[src/rtl/nco_mix_pkg.sv]
package nco_mix_pkg;

   typedef enum logic {
      SEL_TUNE   = 1'b0,
      SEL_OFFSET = 1'b1
   } cfg_target_e;

   // pi scaled by 2^30
   localparam longint PI_Q30 = 64'd3373259426;

   // Sine of the centre of quarter-wave bin idx, out of 2^qbits bins,
   // evaluated by a Taylor series in Q30 and scaled to amp.
   function automatic longint quarter_sine(input int idx, input int qbits, input longint amp);
      longint x;
      longint term;
      longint acc;
      x    = (longint'(2 * idx + 1) * PI_Q30) >>> (qbits + 2);
      term = x;
      acc  = x;
      for (int n = 1; n < 8; n++) begin
         term = (term * x) >>> 30;
         term = (term * x) >>> 30;
         term = -term / longint'((2 * n) * (2 * n + 1));
         acc  = acc + term;
      end
      return (acc * amp + (longint'(1) <<< 29)) >>> 30;
   endfunction

   // Full-wave value for address a of an aw-bit table, built from quarter bins.
   function automatic longint full_sine(input int a, input int aw, input longint amp);
      int qbits;
      int quad;
      int idx;
      int mask;
      qbits = aw - 2;
      mask  = (1 << qbits) - 1;
      quad  = (a >> qbits) & 3;
      idx   = a & mask;
      if (quad[0])
         idx = mask - idx;
      if (quad[1])
         return -quarter_sine(idx, qbits, amp);
      return quarter_sine(idx, qbits, amp);
   endfunction

endpackage

[src/rtl/nco_phase_acc.sv]
module nco_phase_acc
   import nco_mix_pkg::*;
#(
   parameter int PH_W = 32
) (
   input  logic            clk,
   input  logic            rst_n,
   input  logic            cfg_we,
   input  logic            cfg_sel,
   input  logic [PH_W-1:0] cfg_wdata,
   input  logic            sync,
   output logic [PH_W-1:0] phase,
   output logic [PH_W-1:0] acc_o,
   output logic [PH_W-1:0] tune_o,
   output logic [PH_W-1:0] offset_o
);

   logic [PH_W-1:0] acc_q;
   logic [PH_W-1:0] tune_q;
   logic [PH_W-1:0] offset_q;
   logic [PH_W-1:0] acc_base;
   cfg_target_e     target;

   assign target   = cfg_target_e'(cfg_sel);
   assign acc_base = sync ? '0 : acc_q;
   assign phase    = acc_base + offset_q;

   always_ff @(posedge clk or negedge rst_n) begin
      if (!rst_n) begin
         acc_q    <= '0;
         tune_q   <= '0;
         offset_q <= '0;
      end else begin
         acc_q <= acc_base + tune_q;
         if (cfg_we) begin
            if (target == SEL_OFFSET)
               offset_q <= cfg_wdata;
            else
               tune_q <= cfg_wdata;
         end
      end
   end

   assign acc_o    = acc_q;
   assign tune_o   = tune_q;
   assign offset_o = offset_q;

endmodule

[src/rtl/nco_sincos_lut.sv]
module nco_sincos_lut
   import nco_mix_pkg::*;
#(
   parameter int AW           = 10,
   parameter int AMP_W        = 16,
   parameter bit QUARTER_WAVE = 1'b1
) (
   input  logic                    clk,
   input  logic                    rst_n,
   input  logic [AW-1:0]           addr,
   output logic signed [AMP_W-1:0] cos_o,
   output logic signed [AMP_W-1:0] sin_o
);

   localparam int     QW    = AW - 2;
   localparam longint AMP   = (longint'(1) <<< (AMP_W - 1)) - 1;

   logic signed [AMP_W-1:0] sin_d;
   logic signed [AMP_W-1:0] cos_d;

   generate
      if (QUARTER_WAVE) begin : g_quarter
         localparam int DEPTH = 1 << QW;
         logic signed [AMP_W-1:0] rom [DEPTH];
         logic [QW-1:0]           idx;
         logic [QW-1:0]           mir;
         logic [1:0]              quad;
         logic signed [AMP_W-1:0] fwd;
         logic signed [AMP_W-1:0] rev;

         for (genvar g = 0; g < DEPTH; g++) begin : g_rom
            assign rom[g] = AMP_W'(quarter_sine(g, QW, AMP));
         end

         assign quad = addr[AW-1 -: 2];
         assign idx  = addr[QW-1:0];
         assign mir  = ~idx;
         assign fwd  = rom[idx];
         assign rev  = rom[mir];

         always_comb begin
            unique case (quad)
               2'd0: begin sin_d = fwd;  cos_d = rev;  end
               2'd1: begin sin_d = rev;  cos_d = -fwd; end
               2'd2: begin sin_d = -fwd; cos_d = -rev; end
               default: begin sin_d = -rev; cos_d = fwd; end
            endcase
         end
      end else begin : g_full
         localparam int DEPTH = 1 << AW;
         logic signed [AMP_W-1:0] rom [DEPTH];
         logic [AW-1:0]           cos_addr;

         for (genvar g = 0; g < DEPTH; g++) begin : g_rom
            assign rom[g] = AMP_W'(full_sine(g, AW, AMP));
         end

         assign cos_addr = addr + AW'(1 << QW);
         assign sin_d    = rom[addr];
         assign cos_d    = rom[cos_addr];
      end
   endgenerate

   always_ff @(posedge clk or negedge rst_n) begin
      if (!rst_n) begin
         cos_o <= '0;
         sin_o <= '0;
      end else begin
         cos_o <= cos_d;
         sin_o <= sin_d;
      end
   end

endmodule

[src/rtl/nco_round_mult.sv]
module nco_round_mult #(
   parameter int IN_W  = 12,
   parameter int AMP_W = 16,
   parameter int OUT_W = 16
) (
   input  logic                    clk,
   input  logic                    rst_n,
   input  logic signed [IN_W-1:0]  sample,
   input  logic signed [AMP_W-1:0] coef,
   output logic signed [OUT_W-1:0] result
);

   localparam int PW  = IN_W + AMP_W;
   localparam int SHR = PW - 1 - OUT_W;

   logic signed [PW-1:0]    prod;
   logic signed [OUT_W-1:0] res_d;

   assign prod = PW'(sample) * PW'(coef);

   generate
      if (SHR > 0) begin : g_round
         logic signed [PW-1:0] biased;
         assign biased = prod + (PW'(1) <<< (SHR - 1));
         assign res_d  = biased[SHR +: OUT_W];
      end else begin : g_plain
         assign res_d = prod[OUT_W-1:0];
      end
   endgenerate

   always_ff @(posedge clk or negedge rst_n) begin
      if (!rst_n)
         result <= '0;
      else
         result <= res_d;
   end

endmodule

[src/rtl/nco_quad_mixer.sv]
module nco_quad_mixer #(
   parameter int IN_W         = 12,
   parameter int PH_W         = 32,
   parameter int LUT_AW       = 10,
   parameter int AMP_W        = 16,
   parameter int OUT_W        = 16,
   parameter bit QUARTER_WAVE = 1'b1
) (
   input  logic                    clk,
   input  logic                    rst_n,
   input  logic                    cfg_we,
   input  logic                    cfg_sel,
   input  logic [PH_W-1:0]         cfg_wdata,
   input  logic                    sync,
   input  logic                    in_valid,
   input  logic signed [IN_W-1:0]  in_sample,
   output logic                    out_valid,
   output logic signed [OUT_W-1:0] out_i,
   output logic signed [OUT_W-1:0] out_q
);

   localparam int LANES = 2;

   generate
      if (LUT_AW < 3 || LUT_AW > PH_W) begin : g_bad_aw
         $error("nco_quad_mixer: LUT_AW must lie in 3..PH_W");
      end
      if (AMP_W < 4 || AMP_W > 24) begin : g_bad_amp
         $error("nco_quad_mixer: AMP_W must lie in 4..24");
      end
      if (OUT_W > IN_W + AMP_W - 1) begin : g_bad_out
         $error("nco_quad_mixer: OUT_W wider than the product");
      end
   endgenerate

   logic [PH_W-1:0] phase_w;
   logic [PH_W-1:0] acc_w;
   logic [PH_W-1:0] tune_w;
   logic [PH_W-1:0] offset_w;

   nco_phase_acc #(.PH_W(PH_W)) u_acc (
      .clk      (clk),
      .rst_n    (rst_n),
      .cfg_we   (cfg_we),
      .cfg_sel  (cfg_sel),
      .cfg_wdata(cfg_wdata),
      .sync     (sync),
      .phase    (phase_w),
      .acc_o    (acc_w),
      .tune_o   (tune_w),
      .offset_o (offset_w)
   );

   // stage 1: table address and sample
   logic [LUT_AW-1:0]      s1_addr;
   logic signed [IN_W-1:0] s1_x;
   logic                   s1_v;
   // stage 2: table values and sample
   logic signed [IN_W-1:0] s2_x;
   logic                   s2_v;
   logic                   s3_v;

   always_ff @(posedge clk or negedge rst_n) begin
      if (!rst_n) begin
         s1_addr <= '0;
         s1_x    <= '0;
         s1_v    <= 1'b0;
         s2_x    <= '0;
         s2_v    <= 1'b0;
         s3_v    <= 1'b0;
      end else begin
         s1_addr <= phase_w[PH_W-1 -: LUT_AW];
         s1_x    <= in_sample;
         s1_v    <= in_valid;
         s2_x    <= s1_x;
         s2_v    <= s1_v;
         s3_v    <= s2_v;
      end
   end

   logic signed [AMP_W-1:0] lut_cos;
   logic signed [AMP_W-1:0] lut_sin;

   nco_sincos_lut #(
      .AW          (LUT_AW),
      .AMP_W       (AMP_W),
      .QUARTER_WAVE(QUARTER_WAVE)
   ) u_lut (
      .clk  (clk),
      .rst_n(rst_n),
      .addr (s1_addr),
      .cos_o(lut_cos),
      .sin_o(lut_sin)
   );

   logic signed [AMP_W-1:0] lane_coef [LANES];
   logic signed [OUT_W-1:0] lane_out  [LANES];

   assign lane_coef[0] = lut_cos;
   assign lane_coef[1] = -lut_sin;

   for (genvar l = 0; l < LANES; l++) begin : g_lane
      nco_round_mult #(
         .IN_W (IN_W),
         .AMP_W(AMP_W),
         .OUT_W(OUT_W)
      ) u_mult (
         .clk   (clk),
         .rst_n (rst_n),
         .sample(s2_x),
         .coef  (lane_coef[l]),
         .result(lane_out[l])
      );
   end

   assign out_valid = s3_v;
   assign out_i     = lane_out[0];
   assign out_q     = lane_out[1];

endmodule

[config.mk]
export PLATFORM = sky130hd
export DESIGN_NAME = nco_quad_mixer
export DESIGN_NICKNAME = d
export VERILOG_FILES = /design/src/rtl/nco_mix_pkg.sv /design/src/rtl/nco_phase_acc.sv /design/src/rtl/nco_sincos_lut.sv /design/src/rtl/nco_round_mult.sv /design/src/rtl/nco_quad_mixer.sv
export SDC_FILE = /design/constraint.sdc
export NUM_CORES = 2
export LEC_CHECK = 0
export ABC_CLOCK_PERIOD_IN_PS = 7200
export BUFFER_PORTS_ARGS = -buffer_cell sky130_fd_sc_hd__buf_2
export CORE_MARGIN = 2
export CORE_UTILIZATION = 35
export CTS_BUF_LIST = sky130_fd_sc_hd__clkbuf_4 sky130_fd_sc_hd__clkbuf_8 sky130_fd_sc_hd__clkbuf_16
export DETAILED_ROUTE_END_ITERATION = 16
export GPL_ROUTABILITY_DRIVEN = 0
export PLACE_DENSITY_LB_ADDON = 0.05
export SLEW_MARGIN = 40
export SYNTH_ARGS = -nofsm -noshare
export SYNTH_HDL_FRONTEND = slang
export SYNTH_SLANG_ARGS = --single-unit
[constraint.sdc]
create_clock -name clk -period 7.2 [get_ports clk]
set_input_delay 0.72 -clock clk [delete_from_list [all_inputs] [get_ports clk]]
set_output_delay 0.72 -clock clk [all_outputs]
set_load 0.01 [all_outputs]
# Word level (Yosys, flattened, before mapping)
# Memories as Yosys holds them, arrays and structs flattened.
# Cells that the tools add are included.
dict set report totals {
  ff_bits 197
  latch_bits 0
  output_inout_bits 33
  n_memories 2
  ramBits 0
  mem_bits_ro 8192
}
# memory depth width rd rd_clocked_by_memory_dff wr line_no
set memory_table {}
lappend memory_table {{(name not given)} 256 16 1 0 0 nco_sincos_lut.sv:38} ;# assign fwd = rom[idx];
lappend memory_table {{(name not given)} 256 16 1 0 0 nco_sincos_lut.sv:39} ;# assign rev = rom[mir];
dict set report op_classes {
  shift 0
  n_lt_le_gt_ge 2
  reduce_logical 3
  n_bitwise 4
  muxes 7
  eq_ne 2
  mul 2
  div_mod_pow 0
  n_addsub 7
}
# cell count
set op_table {}
lappend op_table {{one-hot mux 16 bit (3 select lines)} 2}
lappend op_table {{adder 32 bit} 2}
lappend op_table {{two-way mux 16 bit} 4}
lappend op_table {{adder 27 x 12 -> 27 bit (second input constant)} 2}
lappend op_table {{multiplier 12 x 16 -> 27 bit} 2}
lappend op_table {{negator 16 bit} 3}
lappend op_table {{two-way mux 32 bit} 1}
lappend op_table {{greater-or-equal comparator 9 bit (second input constant)} 2}
lappend op_table {{inverter 8 -> 9 bit} 2}
lappend op_table {{inverter 8 bit} 1}
lappend op_table {{AND reduction 2 bit} 2}
lappend op_table {{== test 2 x 1 -> 1 bit (second input constant)} 1}
lappend op_table {{== test 2 bit (second input constant)} 1}
lappend op_table {{zero test 2 bit} 1}
lappend op_table {{inverter 1 bit} 1}

# Longest topological paths before layout
dict set report depth {
  ltp_word 7
  depth_mapped 28
  ltp_nobuf 26
}

# Cells and area by module
# From an unflattened synthesis, not the netlist that was laid out.
dict set report unflattened {
  hier_cells 4408
  hier_area_um2 35399.0
}
# module n_inst area_each_um2 cells_per_inst
set modules_own_cells {}
lappend modules_own_cells {nco_sincos_lut 1 10999.3 1618}
lappend modules_own_cells {nco_phase_acc 1 9135.0 1138}
lappend modules_own_cells {{nco_round_mult (g_lane[1].u_mult)} 1 7061.8 795}
lappend modules_own_cells {{nco_round_mult (g_lane[0].u_mult)} 1 6981.7 784}
lappend modules_own_cells {nco_quad_mixer 1 1221.2 73}

# Worst setup path before layout
# Ideal clock, no wire load.
dict set report synth_timing {
  path_type {register to register}
  start {register u_lut.sin_o[5]}
  end {register g_lane[1].u_mult.result[15]}
  required_time_ps 7120
  period_less_slack_ps 6577
  arrival_ps 6498
  path_slack_ps 623
  setup_time_ps 80
  stages_incl_launch_ff 26
  path_cell_list {dfrtp_1 > nor4_1 > nand3_1 > nor3_1 > xnor2_1 > clkbuf_1 > nand2_1 > fa_1 > fa_1 > inv_1 > fa_1 > fa_1 > inv_1 > fa_1 > inv_1 > ha_1 > a21oi_1 > nor2b_1 > o21ai_0 > nand2b_1 > a221o_1 > a41o_1 > o41a_1 > a21o_1 > a21oi_1 > xnor2_1}
}
dict set report synth_between {
  elab_chain_cells 3
}
# item line_no
set synth_rtl {}
lappend synth_rtl {{start: declaration} nco_sincos_lut.sv:12} ;# output logic signed [AMP_W-1:0] sin_o
lappend synth_rtl {{start signal: assignment} nco_sincos_lut.sv:70} ;# sin_o <= sin_d;
lappend synth_rtl {{negator 16 bit} nco_quad_mixer.sv:100} ;# assign lane_coef[1] = -lut_sin;
lappend synth_rtl {{multiplier 12 x 16 -> 27 bit} nco_round_mult.sv:19} ;# assign prod = PW'(sample) * PW'(coef);
lappend synth_rtl {{adder 27 x 12 -> 27 bit} nco_round_mult.sv:24} ;# assign biased = prod + (PW'(1) <<< (SHR - 1));
lappend synth_rtl {{net g_lane[1].u_mult.g_round.biased[26]} nco_round_mult.sv:23} ;# logic signed [PW-1:0] biased;
lappend synth_rtl {{end signal: assignment} nco_round_mult.sv:35} ;# result <= res_d;
lappend synth_rtl {{end: declaration} nco_round_mult.sv:10} ;# output logic signed [OUT_W-1:0] result
# The timed path passes the listed nets, and every way through them passes these cells.
# A chain may end at the register's enable or synchronous reset.

# Final worst setup path
# Ends and elaborated chain as after synthesis.

==> out/summary.txt <==
Crit path capture type - flop
Top-Level Pins - 83
Netlist Area Pre-Place - 0.0302 sq mm
Worst-case reg-to-reg path depth - 26
Number of nets produced by synthesis - 4061
Number of standard cells after synthesis - 3455
Via-per-instance ratio - 5.73
Main flop type after synthesis - dfrtp_1
Number of optimization iterations in the first detailed-route pass - 6
Clk Tree Root Cell - clkbuf_16
Max cap viols - 0
Quantity of I/O buffers inserted on ports - 82
Top post-synthesis cells by area - fa_1 (23%), dfrtp_1 (16%), ha_1 (8.5%)
Core Util, Final - 0.381
Worst r2r src - u_lut.sin_o[5]
Number of synthesized flops with an enable pin - 0
Area leader, netlist - fa_1
Worst Clk Skew - 0.0211 ns
Global-route wire length before repair - 170 mm
Area of the core - 0.0854 sq mm
Finish-stage setup viols - 0
Worst endpoint required time - 7.64 ns
Final hold viol count - 0
Die Outline Area - 0.0888 sq mm
Fin nets - 4037
TritonCTS clock tree - built
Initial Util - 0.354
Critical setup path kind - reg -> reg
Maximum net fanout on the critical path - 7
Endpoint of the most critical register-to-register path - g_lane[1].u_mult.result[15]
Post-layout minimum cycle time - 6.78 ns
DIE HEIGHT - 298 um
Average instance area after synthesis - 8.75 sq um
Total Negative Setup Slacks - 0 ns
Largest net degree at the start of global routing - 124
Via count of the routed design - 26300
Startpoint of the lowest-slack hold path - in_sample[5]
Congestion Overflow GR - 0
Number of max-slew violations in the final report - 0
Worst hold path endpoint - s1_x[5]
Worst Setup Start Kind - flop
Number of CTS-inserted buffers - 17
Number of antenna violations at the first check in global routing - 6
HPWL after DPL - 82.4 mm
Detail-routed net length per standard cell - 24.0 um
Die Width - 298 um
Post-route ant nets - 0
Count of cell types in the netlist - 111
Bufs on Longest Clock Path - 2
Number of instances on the worst hold path - 1
Worst slew pin tran - 1.02 ns
Arrival @ worst endpoint - 7.22 ns
Final WL - 110 mm
Fraction of registers with async set/reset - 1.00
Register bit count reported by yosys - 197
Status - finished, final reports clean
Total of warnings raised by yosys - 0
DRC violations left - 0
Worst relative slew slack - 0.315
Initial DRC Count - 2879
Period utilisation layout - 0.942
GRT Util Overall - 0.250
Layout area overhead - 7.70%
H-tree lvl count - 4
CTS clock-pin slew for the worst setup and hold paths - 0.09 ns
Top-area cell type share of the netlist area - 0.232
FP Rows - 107
Unrepaired setup endpoints after global routing - no
Number of clock sinks - 197
Fraction of final layout cells with drive strength greater than 1 - 0.120
HP Class - in -> reg
Setup slack, reg-to-reg - 0.42 ns
Highest achievable clock rate - 147 MHz
Proportion of synthesized chip area in sequential cells - 0.163
Number of global-route vias before repair - 27500
Clk_lat worst skew - 0.52 ns
kinds of logic after synthesis:
kind of cell             Yosys count  synth area share
AND/OR/NAND/NOR                 1048             0.173
buffers and inverters            688            0.0954
AO/OA/AOI/OAI                    752             0.177
flip-flops                       197             0.163
adder cells (fa/ha/maj)          556             0.317
XOR/XNOR                         111            0.0321
multiplexers                     103            0.0422
cell type report:
type,instances,area [sq um]
Inverter,439,1650
Antenna cell,4,10.0
Fill cell,8851,52800
Clock inverter,14,171
Sequential cell,197,4950
Timing Repair Buffer,206,1420
Multi-Input combinational cell,2570,22500
Tap cell,1144,1430
Clock buffer,18,439
flip-flops by register name (all words and copies together) (netlist names):
register,count
s1_x,12
s1_addr,10
u_acc.offset_o,32
s2_x,12
u_acc.tune_o,32
u_lut.sin_o,16
s1_v,1
g_lane.u_mult.result,32
out_valid,1
u_acc.acc_o,32
s2_v,1
u_lut.cos_o,16
critical path, cell delays in order, from the launching register on:
cell and delay (ns):
dfrtp_1 0.40, nor4_1 0.29, buf_4 0.17, nand2_1 0.08
nor2_1 0.14, xnor2_1 0.32, buf_4 0.27, nand2_1 0.08
fa_1 0.53, inv_1 0.06, fa_1 0.45, fa_1 0.48
fa_1 0.49, inv_1 0.05, fa_1 0.47, inv_1 0.04
ha_1 0.33, a21oi_1 0.16, nor2b_1 0.05, o21ai_0 0.15
nand2b_1 0.09, a221o_1 0.41, a41o_1 0.30, o41a_1 0.36
a21o_1 0.21, a21oi_1 0.18, xnor2_1 0.15
cell usage after synthesis, types with 10 or more instances:
cell and number:
a211oi_1 38, a21o_1 29, a21oi_1 134, a221o_1 10, a221oi_1 25, a311oi_1 26, a31oi_1 37, and2_1 148
and3_1 16, buf_1 13, buf_2 48, buf_4 13, buf_6 26, clkbuf_1 149, dfrtp_1 197, fa_1 350
ha_1 206, inv_1 436, mux2_2 70, mux2i_1 18, mux4_2 12, nand2_1 342, nand2b_1 60, nand3_1 54
nor2_1 180, nor2b_1 71, nor3_1 81, nor4_1 10, o211ai_1 41, o21a_1 29, o21ai_0 141, o21bai_1 10
o221ai_1 23, o22ai_1 18, o311ai_0 28, o31ai_1 23, or2_2 18, or3_1 15, xnor2_1 77, xor2_1 34
placed cells by master (no fill, tap or decap), types with 70 or more instances in the layout:
| cell | count |
|---|---|
| buf_4 | 118 |
| mux2_2 | 70 |
| nor3_1 | 80 |
| o21ai_0 | 140 |
| dfrtp_1 | 187 |
| inv_1 | 433 |
| xnor2_1 | 75 |
| buf_2 | 81 |
| nor2_1 | 179 |
| fa_1 | 350 |
| nand2_1 | 342 |
| a21oi_1 | 134 |
| ha_1 | 206 |
| and2_1 | 148 |
metal layers:
metal,share of wire,GRT usage,vias to the layer above,wire length [um]
met1,0.42,0.325,13100,46100
met2,0.45,0.393,1195,49200
met5,0.00032,0,-,35
met4,0.056,0.126,6,6210
li1,-,-,11700,-
met3,0.079,0.0535,366,8670
worst max-delay path by stage:
| stage | startpoint | to | slack [ns] | cells after the start |
|---|---|---|---|---|
| floorplan | u_lut.sin_o[5] | g_lane[1].u_mult.result[15] | 0.62 | 25 |
| detailed placement | u_lut.sin_o[5] | g_lane[1].u_mult.result[15] | 0.29 | 24 |
| global placement | u_lut.sin_o[5] | g_lane[1].u_mult.result[15] | 0.34 | 24 |
| CTS | u_lut.sin_o[5] | g_lane[1].u_mult.result[15] | 0.27 | 24 |
| finish | u_lut.sin_o[5] | g_lane[1].u_mult.result[15] | 0.42 | 26 |
| global route | u_lut.sin_o[4] | g_lane[1].u_mult.result[15] | 0.007 | 26 |
stage by stage:
step / cell area, sq um / worst slack [ns] / hold WS, ns / std cells
floorplan: 30200 / 0.623 / 0.331 / 3455
global placement: 31800 / 0.339 / 0.332 / 4554
detailed placement: 31900 / 0.294 / 0.335 / 4554
CTS: 32500 / 0.273 / 0.243 / 4587
global route: 32600 / 0.00662 / 0.261 / 4588
finish: 32600 / 0.417 / 0.297 / 4592
what timing repair did:
action,in CTS,in global routing
buffers inserted,0,0
hold buffers,1,0
resized for setup,0,8
endpoints found under the hold margin,4,0
endpoints found under the setup margin,0,2
Power is left out: the tool's default activity adds up to more than one toggle a clock period on the data nets, which glitch-free logic cannot reach.
